$ cat config.mk
export PLATFORM = sky130hd
export DESIGN_NAME = spi_eeprom_slave
export DESIGN_NICKNAME = d
export VERILOG_FILES = /design/src/rtl/spi_eeprom_pkg.sv /design/src/rtl/spi_eeprom_shift.sv /design/src/rtl/spi_eeprom_page.sv /design/src/rtl/spi_eeprom_slave.sv
export SDC_FILE = /design/constraint.sdc
export NUM_CORES = 1
export LEC_CHECK = 0
export ABC_AREA = 0
export BUFFER_PORTS_ARGS = -buffer_cell sky130_fd_sc_hd__buf_2
export CAP_MARGIN = 10
export CORE_AREA = 2 2 163 324
export CTS_CLUSTER_DIAMETER = 200
export DETAILED_ROUTE_END_ITERATION = 8
export DIE_AREA = 0 0 165 326
export PLACE_DENSITY = 0.76
export SYNTH_ARGS = -nofsm -noshare
export SYNTH_HDL_FRONTEND = slang
export SYNTH_SLANG_ARGS = --single-unit
$ cat constraint.sdc
create_clock -name clk -period 3.4 [get_ports clk]
set_input_delay 1.02 -clock clk [delete_from_list [all_inputs] [get_ports clk]]
set_output_delay 1.02 -clock clk [all_outputs]
set_load 0.02 [all_outputs]
$ cat src/rtl/spi_eeprom_pkg.sv
package spi_eeprom_pkg;

    localparam logic [7:0] OP_WREN  = 8'h06;
    localparam logic [7:0] OP_WRDI  = 8'h04;
    localparam logic [7:0] OP_RDSR  = 8'h05;
    localparam logic [7:0] OP_WRSR  = 8'h01;
    localparam logic [7:0] OP_READ  = 8'h03;
    localparam logic [7:0] OP_WRITE = 8'h02;

    typedef enum logic [3:0] {
        ST_CMD,
        ST_ADDR_HI,
        ST_ADDR_LO,
        ST_READ,
        ST_STAT_RD,
        ST_STAT_WR,
        ST_DATA_IN,
        ST_SKIP
    } cmd_state_t;

endpackage

$ cat src/rtl/spi_eeprom_shift.sv
// Bus front end: SCK edge detection, hold/pause tracking, receive and transmit shifters.
module spi_eeprom_shift (
    input  logic       clk,
    input  logic       rst_n,
    input  logic       cs_n,
    input  logic       sck,
    input  logic       si,
    input  logic       hold_n,
    input  logic [7:0] tx_byte,
    output logic [7:0] rx_byte,
    output logic       byte_done,
    output logic [2:0] bit_cnt,
    output logic       so,
    output logic       live
);
    logic       sck_q;
    logic       paused;
    logic [7:0] rx_sh;
    logic [7:0] tx_sh;
    logic       rise;
    logic       fall;

    assign live = !cs_n && !paused;
    assign rise = live && sck && !sck_q;
    assign fall = live && !sck && sck_q;

    always_ff @(posedge clk or negedge rst_n) begin
        if (!rst_n) begin
            sck_q     <= 1'b0;
            paused    <= 1'b0;
            bit_cnt   <= '0;
            rx_sh     <= '0;
            tx_sh     <= '0;
            rx_byte   <= '0;
            byte_done <= 1'b0;
            so        <= 1'b0;
        end else begin
            sck_q     <= sck;
            byte_done <= 1'b0;
            if (cs_n) begin
                paused  <= 1'b0;
                bit_cnt <= '0;
                so      <= 1'b0;
            end else begin
                if (!paused && !hold_n && !sck)
                    paused <= 1'b1;
                else if (paused && hold_n && !sck)
                    paused <= 1'b0;
                if (rise) begin
                    rx_sh   <= {rx_sh[6:0], si};
                    bit_cnt <= bit_cnt + 3'd1;
                    if (bit_cnt == 3'd7) begin
                        byte_done <= 1'b1;
                        rx_byte   <= {rx_sh[6:0], si};
                    end
                end
                if (fall) begin
                    if (bit_cnt == 3'd0) begin
                        so    <= tx_byte[7];
                        tx_sh <= {tx_byte[6:0], 1'b0};
                    end else begin
                        so    <= tx_sh[7];
                        tx_sh <= {tx_sh[6:0], 1'b0};
                    end
                end
            end
        end
    end
endmodule

$ cat src/rtl/spi_eeprom_page.sv
// Page buffer with per-byte valid mask, flush to the array and busy timer.
module spi_eeprom_page #(
    parameter int AW         = 15,
    parameter int PAGE_BYTES = 64,
    parameter int WR_CYCLES  = 500000,
    localparam int PW = $clog2(PAGE_BYTES),
    localparam int CW = $clog2(WR_CYCLES + 1)
) (
    input  logic          clk,
    input  logic          rst_n,
    input  logic          clr,
    input  logic          ld,
    input  logic [PW-1:0] ld_idx,
    input  logic [7:0]    ld_data,
    input  logic          start,
    input  logic [AW-PW-1:0] page,
    output logic          busy,
    output logic          done,
    output logic          wr_en,
    output logic [AW-1:0] wr_addr,
    output logic [7:0]    wr_data
);
    logic [7:0]            pbuf [PAGE_BYTES];
    logic [PAGE_BYTES-1:0] mask;
    logic [CW-1:0]         cnt;
    logic [AW-PW-1:0]      base;
    logic                  flushing;
    logic [PW-1:0]         fidx;

    assign fidx     = cnt[PW-1:0];
    assign flushing = busy && (cnt < CW'(PAGE_BYTES));
    assign wr_en    = flushing && mask[fidx];
    assign wr_addr  = {base, fidx};
    assign wr_data  = pbuf[fidx];

    always_ff @(posedge clk) begin
        if (ld)
            pbuf[ld_idx] <= ld_data;
    end

    always_ff @(posedge clk or negedge rst_n) begin
        if (!rst_n) begin
            mask <= '0;
            busy <= 1'b0;
            done <= 1'b0;
            cnt  <= '0;
            base <= '0;
        end else begin
            done <= 1'b0;
            if (clr)
                mask <= '0;
            else if (ld)
                mask[ld_idx] <= 1'b1;
            if (start) begin
                busy <= 1'b1;
                cnt  <= '0;
                base <= page;
            end else if (busy) begin
                if (cnt == CW'(WR_CYCLES - 1)) begin
                    busy <= 1'b0;
                    done <= 1'b1;
                end else begin
                    cnt <= cnt + 1'b1;
                end
            end
        end
    end
endmodule

$ cat src/rtl/spi_eeprom_slave.sv
// Command decoder, status register and array port for the serial EEPROM slave.
module spi_eeprom_slave
    import spi_eeprom_pkg::*;
#(
    parameter int MEM_BYTES  = 32768,
    parameter int PAGE_BYTES = 64,
    parameter int WR_CYCLES  = 500000,
    localparam int AW = $clog2(MEM_BYTES),
    localparam int PW = $clog2(PAGE_BYTES)
) (
    input  logic          clk,
    input  logic          rst_n,
    input  logic          cs_n,
    input  logic          sck,
    input  logic          si,
    input  logic          hold_n,
    input  logic          wp_n,
    output logic          so,
    output logic          so_oe,
    output logic [AW-1:0] mem_addr,
    output logic          mem_we,
    output logic [7:0]    mem_wdata,
    input  logic [7:0]    mem_rdata
);
    cmd_state_t    state, nxt;
    logic [7:0]    rx_byte, tx_byte, cmd, addr_hi;
    logic          byte_done, live, so_bit;
    logic [2:0]    bit_cnt;
    logic [AW-1:0] addr, pg_addr, ld_addr;
    logic [PW-1:0] pidx;
    logic          got, wel, wpen, cs_q;
    logic [1:0]    bp;
    logic          busy, wr_done, pg_ld, pg_clr, pg_start;
    logic          sr_lock, cs_rise;

    function automatic logic is_prot(input logic [AW-1:0] a, input logic [1:0] code);
        unique case (code)
            2'b00:   return 1'b0;
            2'b01:   return &a[AW-1:AW-2];
            2'b10:   return a[AW-1];
            default: return 1'b1;
        endcase
    endfunction

    spi_eeprom_shift u_shift (
        .clk(clk), .rst_n(rst_n), .cs_n(cs_n), .sck(sck), .si(si), .hold_n(hold_n),
        .tx_byte(tx_byte), .rx_byte(rx_byte), .byte_done(byte_done),
        .bit_cnt(bit_cnt), .so(so_bit), .live(live)
    );

    assign sr_lock  = wpen && !wp_n;
    assign cs_rise  = cs_n && !cs_q;
    assign ld_addr  = {addr[AW-1:PW], pidx};
    assign pg_ld    = byte_done && !cs_n && (state == ST_DATA_IN) && !is_prot(ld_addr, bp);
    assign pg_clr   = byte_done && !cs_n && (state == ST_ADDR_LO);
    assign pg_start = cs_rise && (state == ST_DATA_IN) && got && (bit_cnt == 3'd0);

    spi_eeprom_page #(.AW(AW), .PAGE_BYTES(PAGE_BYTES), .WR_CYCLES(WR_CYCLES)) u_page (
        .clk(clk), .rst_n(rst_n), .clr(pg_clr), .ld(pg_ld), .ld_idx(pidx),
        .ld_data(rx_byte), .start(pg_start), .page(addr[AW-1:PW]),
        .busy(busy), .done(wr_done), .wr_en(mem_we), .wr_addr(pg_addr),
        .wr_data(mem_wdata)
    );

    // State register
    always_ff @(posedge clk or negedge rst_n) begin
        if (!rst_n) state <= ST_CMD;
        else        state <= nxt;
    end

    // Next-state decode
    always_comb begin
        nxt = state;
        if (cs_n) begin
            nxt = ST_CMD;
        end else if (byte_done) begin
            unique case (state)
                ST_CMD: begin
                    if (rx_byte == OP_RDSR)                 nxt = ST_STAT_RD;
                    else if (busy)                          nxt = ST_SKIP;
                    else if (rx_byte == OP_READ)            nxt = ST_ADDR_HI;
                    else if (rx_byte == OP_WRITE && wel)    nxt = ST_ADDR_HI;
                    else if (rx_byte == OP_WRSR && wel)     nxt = ST_STAT_WR;
                    else                                    nxt = ST_SKIP;
                end
                ST_ADDR_HI: nxt = ST_ADDR_LO;
                ST_ADDR_LO: nxt = (cmd == OP_READ) ? ST_READ : ST_DATA_IN;
                ST_STAT_WR: nxt = ST_SKIP;
                default:    nxt = state;
            endcase
        end
    end

    // Datapath and status register
    always_ff @(posedge clk or negedge rst_n) begin
        if (!rst_n) begin
            cmd     <= '0;
            addr_hi <= '0;
            addr    <= '0;
            pidx    <= '0;
            got     <= 1'b0;
            wel     <= 1'b0;
            wpen    <= 1'b0;
            bp      <= '0;
            cs_q    <= 1'b1;
        end else begin
            cs_q <= cs_n;
            if (!cs_n && byte_done) begin
                case (state)
                    ST_CMD: begin
                        cmd <= rx_byte;
                        if (!busy && rx_byte == OP_WREN) wel <= 1'b1;
                        if (!busy && rx_byte == OP_WRDI) wel <= 1'b0;
                    end
                    ST_ADDR_HI: addr_hi <= rx_byte;
                    ST_ADDR_LO: begin
                        addr <= AW'({addr_hi, rx_byte});
                        pidx <= rx_byte[PW-1:0];
                        got  <= 1'b0;
                    end
                    ST_READ: addr <= addr + 1'b1;
                    ST_DATA_IN: begin
                        pidx <= pidx + 1'b1;
                        got  <= 1'b1;
                    end
                    ST_STAT_WR: begin
                        if (!sr_lock) begin
                            wpen <= rx_byte[7];
                            bp   <= rx_byte[3:2];
                            wel  <= 1'b0;
                        end
                    end
                    default: ;
                endcase
            end
            if (wr_done)
                wel <= 1'b0;
        end
    end

    // Outputs
    always_comb begin
        tx_byte  = (state == ST_STAT_RD) ? {wpen, 3'b000, bp, wel, busy} : mem_rdata;
        so_oe    = live && (state == ST_READ || state == ST_STAT_RD);
        so       = so_bit;
        mem_addr = busy ? pg_addr : addr;
    end
endmodule

# Yosys cells after proc, flatten, opt, wreduce, memory -nomap -nowiden
# Memory sizes are Yosys's and may differ from the RTL's.
# Cells that the tools add are included.
# classes
addsub	4
order_cmp	4
n_eq_ne	20
mux	50
bitwise_logic	3
reduce_logical	62
# op_table
cell	n
64-bit 2-to-1 mux	2
64-bit bitwise OR	1
19-bit 2-to-1 mux	3
15-bit case mux with 2 select lines	1
1-bit logical AND	26
8-bit by 2-bit == test with 1-bit output, second input constant	3
8-bit by 3-bit == test with 1-bit output, second input constant	3
1-bit 2-to-1 mux	24
3-bit 2-to-1 mux	7
19-bit by 1-bit adder with 19-bit output, second input constant	1
19-bit == test, second input constant	1
19-bit by 7-bit < comparator with 1-bit output, second input constant	1
2-bit AND reduction	9
8-bit 2-to-1 mux	2
4-bit case mux with 4 select lines	1
2-bit nonzero test	8
15-bit by 1-bit adder with 15-bit output, second input constant	1
15-bit 2-to-1 mux	1
6-bit by 7-bit < comparator with 1-bit output, second input constant	2
4-bit by 3-bit == test with 1-bit output, second input constant	3
6-bit case mux with 2 select lines	1
1-bit zero test	9
4-bit by 2-bit == test with 1-bit output, second input constant	2
8-bit by 1-bit == test with 1-bit output, second input constant	1
25 further kinds	30
# totals
register_bits	170
ramBits	512
inputBits	15
output_inout_bits	26
wordCells	167
n_memories	1
# mem_list
memory	depth	word_bits	read_ports	rd_clocked_by_memory_dff	wr	line	text
u_page.pbuf	64	8	1	0	1	spi_eeprom_page.sv:23	logic [7:0] pbuf [PAGE_BYTES];

# Longest topological paths before layout
# logic_depth
depth_word	10
mapped_depth	9
mapped_depth_nobuf	7

# Cells and area by module
# A second synthesis with hierarchy kept.
# hier_totals
cells_unflattened	1736
area_unflattened_um2	28085.7
# modules_own_cells
mod	instances	cells_per_inst	area_each_um2	seq_area_each_um2
spi_eeprom_page	1	1357	24146.9	17727.0
spi_eeprom_slave	1	286	2687.6	1127.3
spi_eeprom_shift	1	93	1251.2	725.7

# Worst setup path before layout
# No wires, ideal clock.
# synth_timing
path_type	register -> output
startpoint	reg u_page.cnt[1]
endpoint	out mem_wdata[6]
arrival_time_ps	2228
required_time_ps	2380
path_slack_ps	152
stages_incl_launch_ff	9
n_path_buf	4
path_cell_list	dfrtp_1 buf_2 buf_4 buf_4 buf_4 mux2i_1 a221oi_1 o21ai_0 a311oi_1
# synth_via
elab_chain_len	1
# synth_lines
element	line	text
from (decl)	spi_eeprom_page.sv:25	logic [CW-1:0] cnt;
from (signal assigned)	spi_eeprom_page.sv:63	cnt <= cnt + 1'b1;
memory 64 x 8 bit	n/a	
to (decl)	spi_eeprom_slave.sv:22	output logic [7:0] mem_wdata,
# Every way passes these cells.

# Final worst setup path
# layout_timing
startpoint	reg u_page.cnt[0]
endpoint	out mem_wdata[0]
# Same word-level chain as after synthesis.

==> key figures <==
STA
  • Final Setup Violations: 9
  • Final Hold Violating Endpoints: 0
  • Measured slew at the worst slew-check pin: 0.997 ns
  • RSZ-0062 raised after global routing: yes
  • Clock skew: 0.0185 ns
  • Setup TNS Final: -4.40 ns
  • Rel. slew slack: 33.6%
  • Minimum clock period: 3.95 ns
  • Final period util: 116%
  • Setup WS post-layout: -0.551 ns
  • Pins Over Slew Limit: 0
  • Fmax: 253 MHz

Synth
  • Sequential area share after synthesis: 70.2%
  • Mapped cell area: 27,900 µm²
  • Most frequent cell after synthesis: edfxtp_1
  • Ys Warns: 0
  • Largest area contributor in the netlist: edfxtp_1
  • Synth unique cells: 71
  • Top-area cell type share of the netlist area: 55.1%
  • Post-Syn Instances: 1,710
  • Number of flops mapped to enable cells by yosys: 512
  • Post-synth ARST share: 24.7%
  • Synth Flop Type: edfxtp_1
  • Post-synth top cells: edfxtp_1 (512), dfrtp_1 (167), nand2_1 (150), mux4_2 (126), nor2_1 (116)
  • Top post-synthesis cells by area: edfxtp_1 (55%), dfrtp_1 (15%), mux4_2 (10%)
  • Number of synthesized register bits: 680
  • Syn nets: 1,731
  • Mean Syn Cell Area: 16.3 µm²

Finish
  • Reg area: 19,600 µm²
  • Filler cells: 3,319
  • Design area: 33,100 µm²
  • Final Util: 64.3%
  • Multi-input gate area: 8430 µm²
  • Area growth syn-to-layout: 18.8%
  • NumNets Final: 1,935
  • N_diodes: 0
  • Layout cells sized above 1: 31.1%

Worst setup path
  • Top delay family on crit path: compound AO/OA/AOI/OAI gates
  • Critical path type: reg2out
  • Worst EP arrival: 2.93 ns
  • CP cell instances: buf_12, buf_16, buf_12, mux4_2, mux2i_4, a32oi_4, a21oi_2, a41oi_2, buf_6
  • Crit path max fanout: 6
  • WP data required: 2.38 ns
  • Crit-path slowest cell: dfrtp_4
  • CP endpoint kind: output port
  • CP peak stage delay: 0.54 ns
  • Bufs and invs on worst path: 4
  • Cell mode on critical path: buf_12
  • Startpoint types: register

Placement
  • Hpwl dp: 48,400 µm
  • I/O Buffers: 40
  • GP Congestion: 0.919
  • Pre-CTS setup slack: -0.0990 ns
  • Placement Cell Area: 30,100 µm²

Clock tree
  • CTS Buf Count: 55
  • CTS Hold Bufs: 0
  • Htree depth: 2
  • Clk root buf: clkbuf_16
  • Max Buffers Root-to-Sink: 3
  • Clock Sink Count: 680
  • CTS tree: yes
  • Clock slew at reported path FFs: 0.08 ns
  • Clk_lat worst skew: 0.61 ns

Routing
  • Vias: 17,300
  • DRT iter0 DRCs: 1,813
  • Final wirelength: 77,400 µm
  • Drt first pass iters: 6
  • DRT antenna net count: 0
  • Via/cell ratio: 6.61
  • DRC viols: 0
  • Drt wl/cell: 29.5 µm

Global routing
  • First-pass GRT wire length: 112,000 µm
  • Total global routing overflow: 0
  • Vias in the first global route: 17,900
  • Largest net degree at the start of global routing: 74
  • Initial antenna violation count: 0
  • GRT Total Usage: 28.9%

Floorplan
  • FP Rows: 118
  • Initial Util: 54.1%
  • Core area: 51,500 µm²
  • Die width: 165 µm
  • Die Span Y: 326 µm
  • Full die area: 53,800 µm²
  • # IOs: 41

Power and ir drop
  • Clock Power Share: 41.9%
  • Switching Share: 19.5%
  • Pint: 12.6 mW
  • Pwr dens: 471 nW/µm²
  • Leakage: 11.7 nW
  • Comb pwr share: 0.9%
  • VDD IR-drop max: 0.000412 V
  • Reg power frac: 57.2%
  • NetSw: 3.03 mW

Hold path
  • Hold WC Path Type: in2async

Run status
  • Failing checks: negative setup slack
  • Status: complete, but fails checks

Flow run
  • Max Cap Violations: 0
## layout by cell type, fill, tap and decap left out, types with 6 or more instances in the layout
cell type,n
and3_1,8
clkinv_2,8
and2_1,9
o32a_1,9
inv_1,15
o21ai_1,8
or4_1,7
a32oi_4,6
clkbuf_16,61
nand3_1,19
nor3_1,12
nor2b_1,17
a21oi_1,54
a22oi_1,9
nand2_1,134
xnor2_1,8
buf_4,160
edfxtp_1,512
nand4_1,13
buf_2,30
ha_1,6
clkbuf_1,18
bufinv_16,6
o22ai_1,7
o21ai_0,28
mux2i_1,35
mux2_2,53
buf_6,16
a211oi_1,6
dfrtp_2,10
nor2_1,112
nor4_1,7
o21a_1,65
dfrtp_1,154
mux4_2,126
nand2_2,13
buf_12,25
buf_16,9
## per-stage QoR
stage	power [mW]	std cells	hold WS, ns
2_1_floorplan	9.15	1710	0.423
3_3_place_gp	9.22	2490	0.452
3_5_place_dp	9.23	2490	0.464
4_1_cts	15.6	2613	0.388
5_1_grt	16.0	2620	0.411
6_report	15.6	2620	0.372
## state kept, by name, summed over array words and instances, names as in the netlist, 2 cells and up
register	flops
u_shift.rx_byte	8
u_page.pbuf	512
cmd	8
u_page.cnt	19
pidx	6
u_shift.bit_cnt	3
u_page.mask	64
addr_hi	7
u_shift.tx_sh	7
bp	2
state	3
u_shift.rx_sh	7
u_page.base	9
addr	15
## power groups by stage
stage	Sequential (mW)	Clock (mW)	Combinational (mW)
floorplan	9.08	0	0.0662
global placement	9.09	0	0.133
detailed placement	9.10	0	0.138
CTS	8.92	6.57	0.138
global route	8.92	6.89	0.153
finish	8.92	6.54	0.134
## layout make-up
type                            instances  share of cell area (%)
Clock buffer                           78                    4.63
Timing Repair Buffer                  244                    7.18
Inverter                               17                   0.193
Clock inverter                         25                   0.888
Sequential cell                       680                    59.2
Multi-Input combinational cell        916                    25.4
Tap cell                              660                    2.49
## logic make-up after synthesis
group           share of synthesized area, %
simple gates                            6.79
xor+xnor                               0.283
fa+ha+maj                              0.269
buf+inv                                 1.73
compound gates                          6.91
mux                                     13.8
flops                                   70.2
## metal layers
| metal | up-vias | wire (µm) | global-route usage (%) | share of wire (%) |
|---|---|---|---|---|
| met5 | - | 0 | 0 | 0 |
| met4 | 0 | 6880 | 19.9 | 8.9 |
| met3 | 346 | 5860 | 4.67 | 7.6 |
| met2 | 1065 | 40900 | 50.7 | 53 |
| met1 | 8774 | 23700 | 31.3 | 31 |
| li1 | 7132 | - | - | - |
## final timing paths
kind                                     start                 end  slack, ns  cells after the start
worst max-delay path             u_page.cnt[0]        mem_wdata[0]      -0.55                      9
worst min register to register  u_page.base[4]      u_page.base[4]       0.48                      2
max in group asynchronous                rst_n  u_shift.rx_byte[5]       2.13                      2
worst min-delay path                     rst_n          addr_hi[1]       0.37                      1
worst max register to register        addr[14]  u_page.pbuf[39][3]       0.56                      6
min in group clk                u_page.base[4]      u_page.base[4]       0.48                      2
## repair_timing
item / CTS / global route
pin swaps: 35 / 26
gates resized for setup: 126 / 37
endpoints found under the setup margin: 9 / 10
cloned: 9 / 4
setup buffers: 16 / 9
Power figures use the tool's default switching activity.
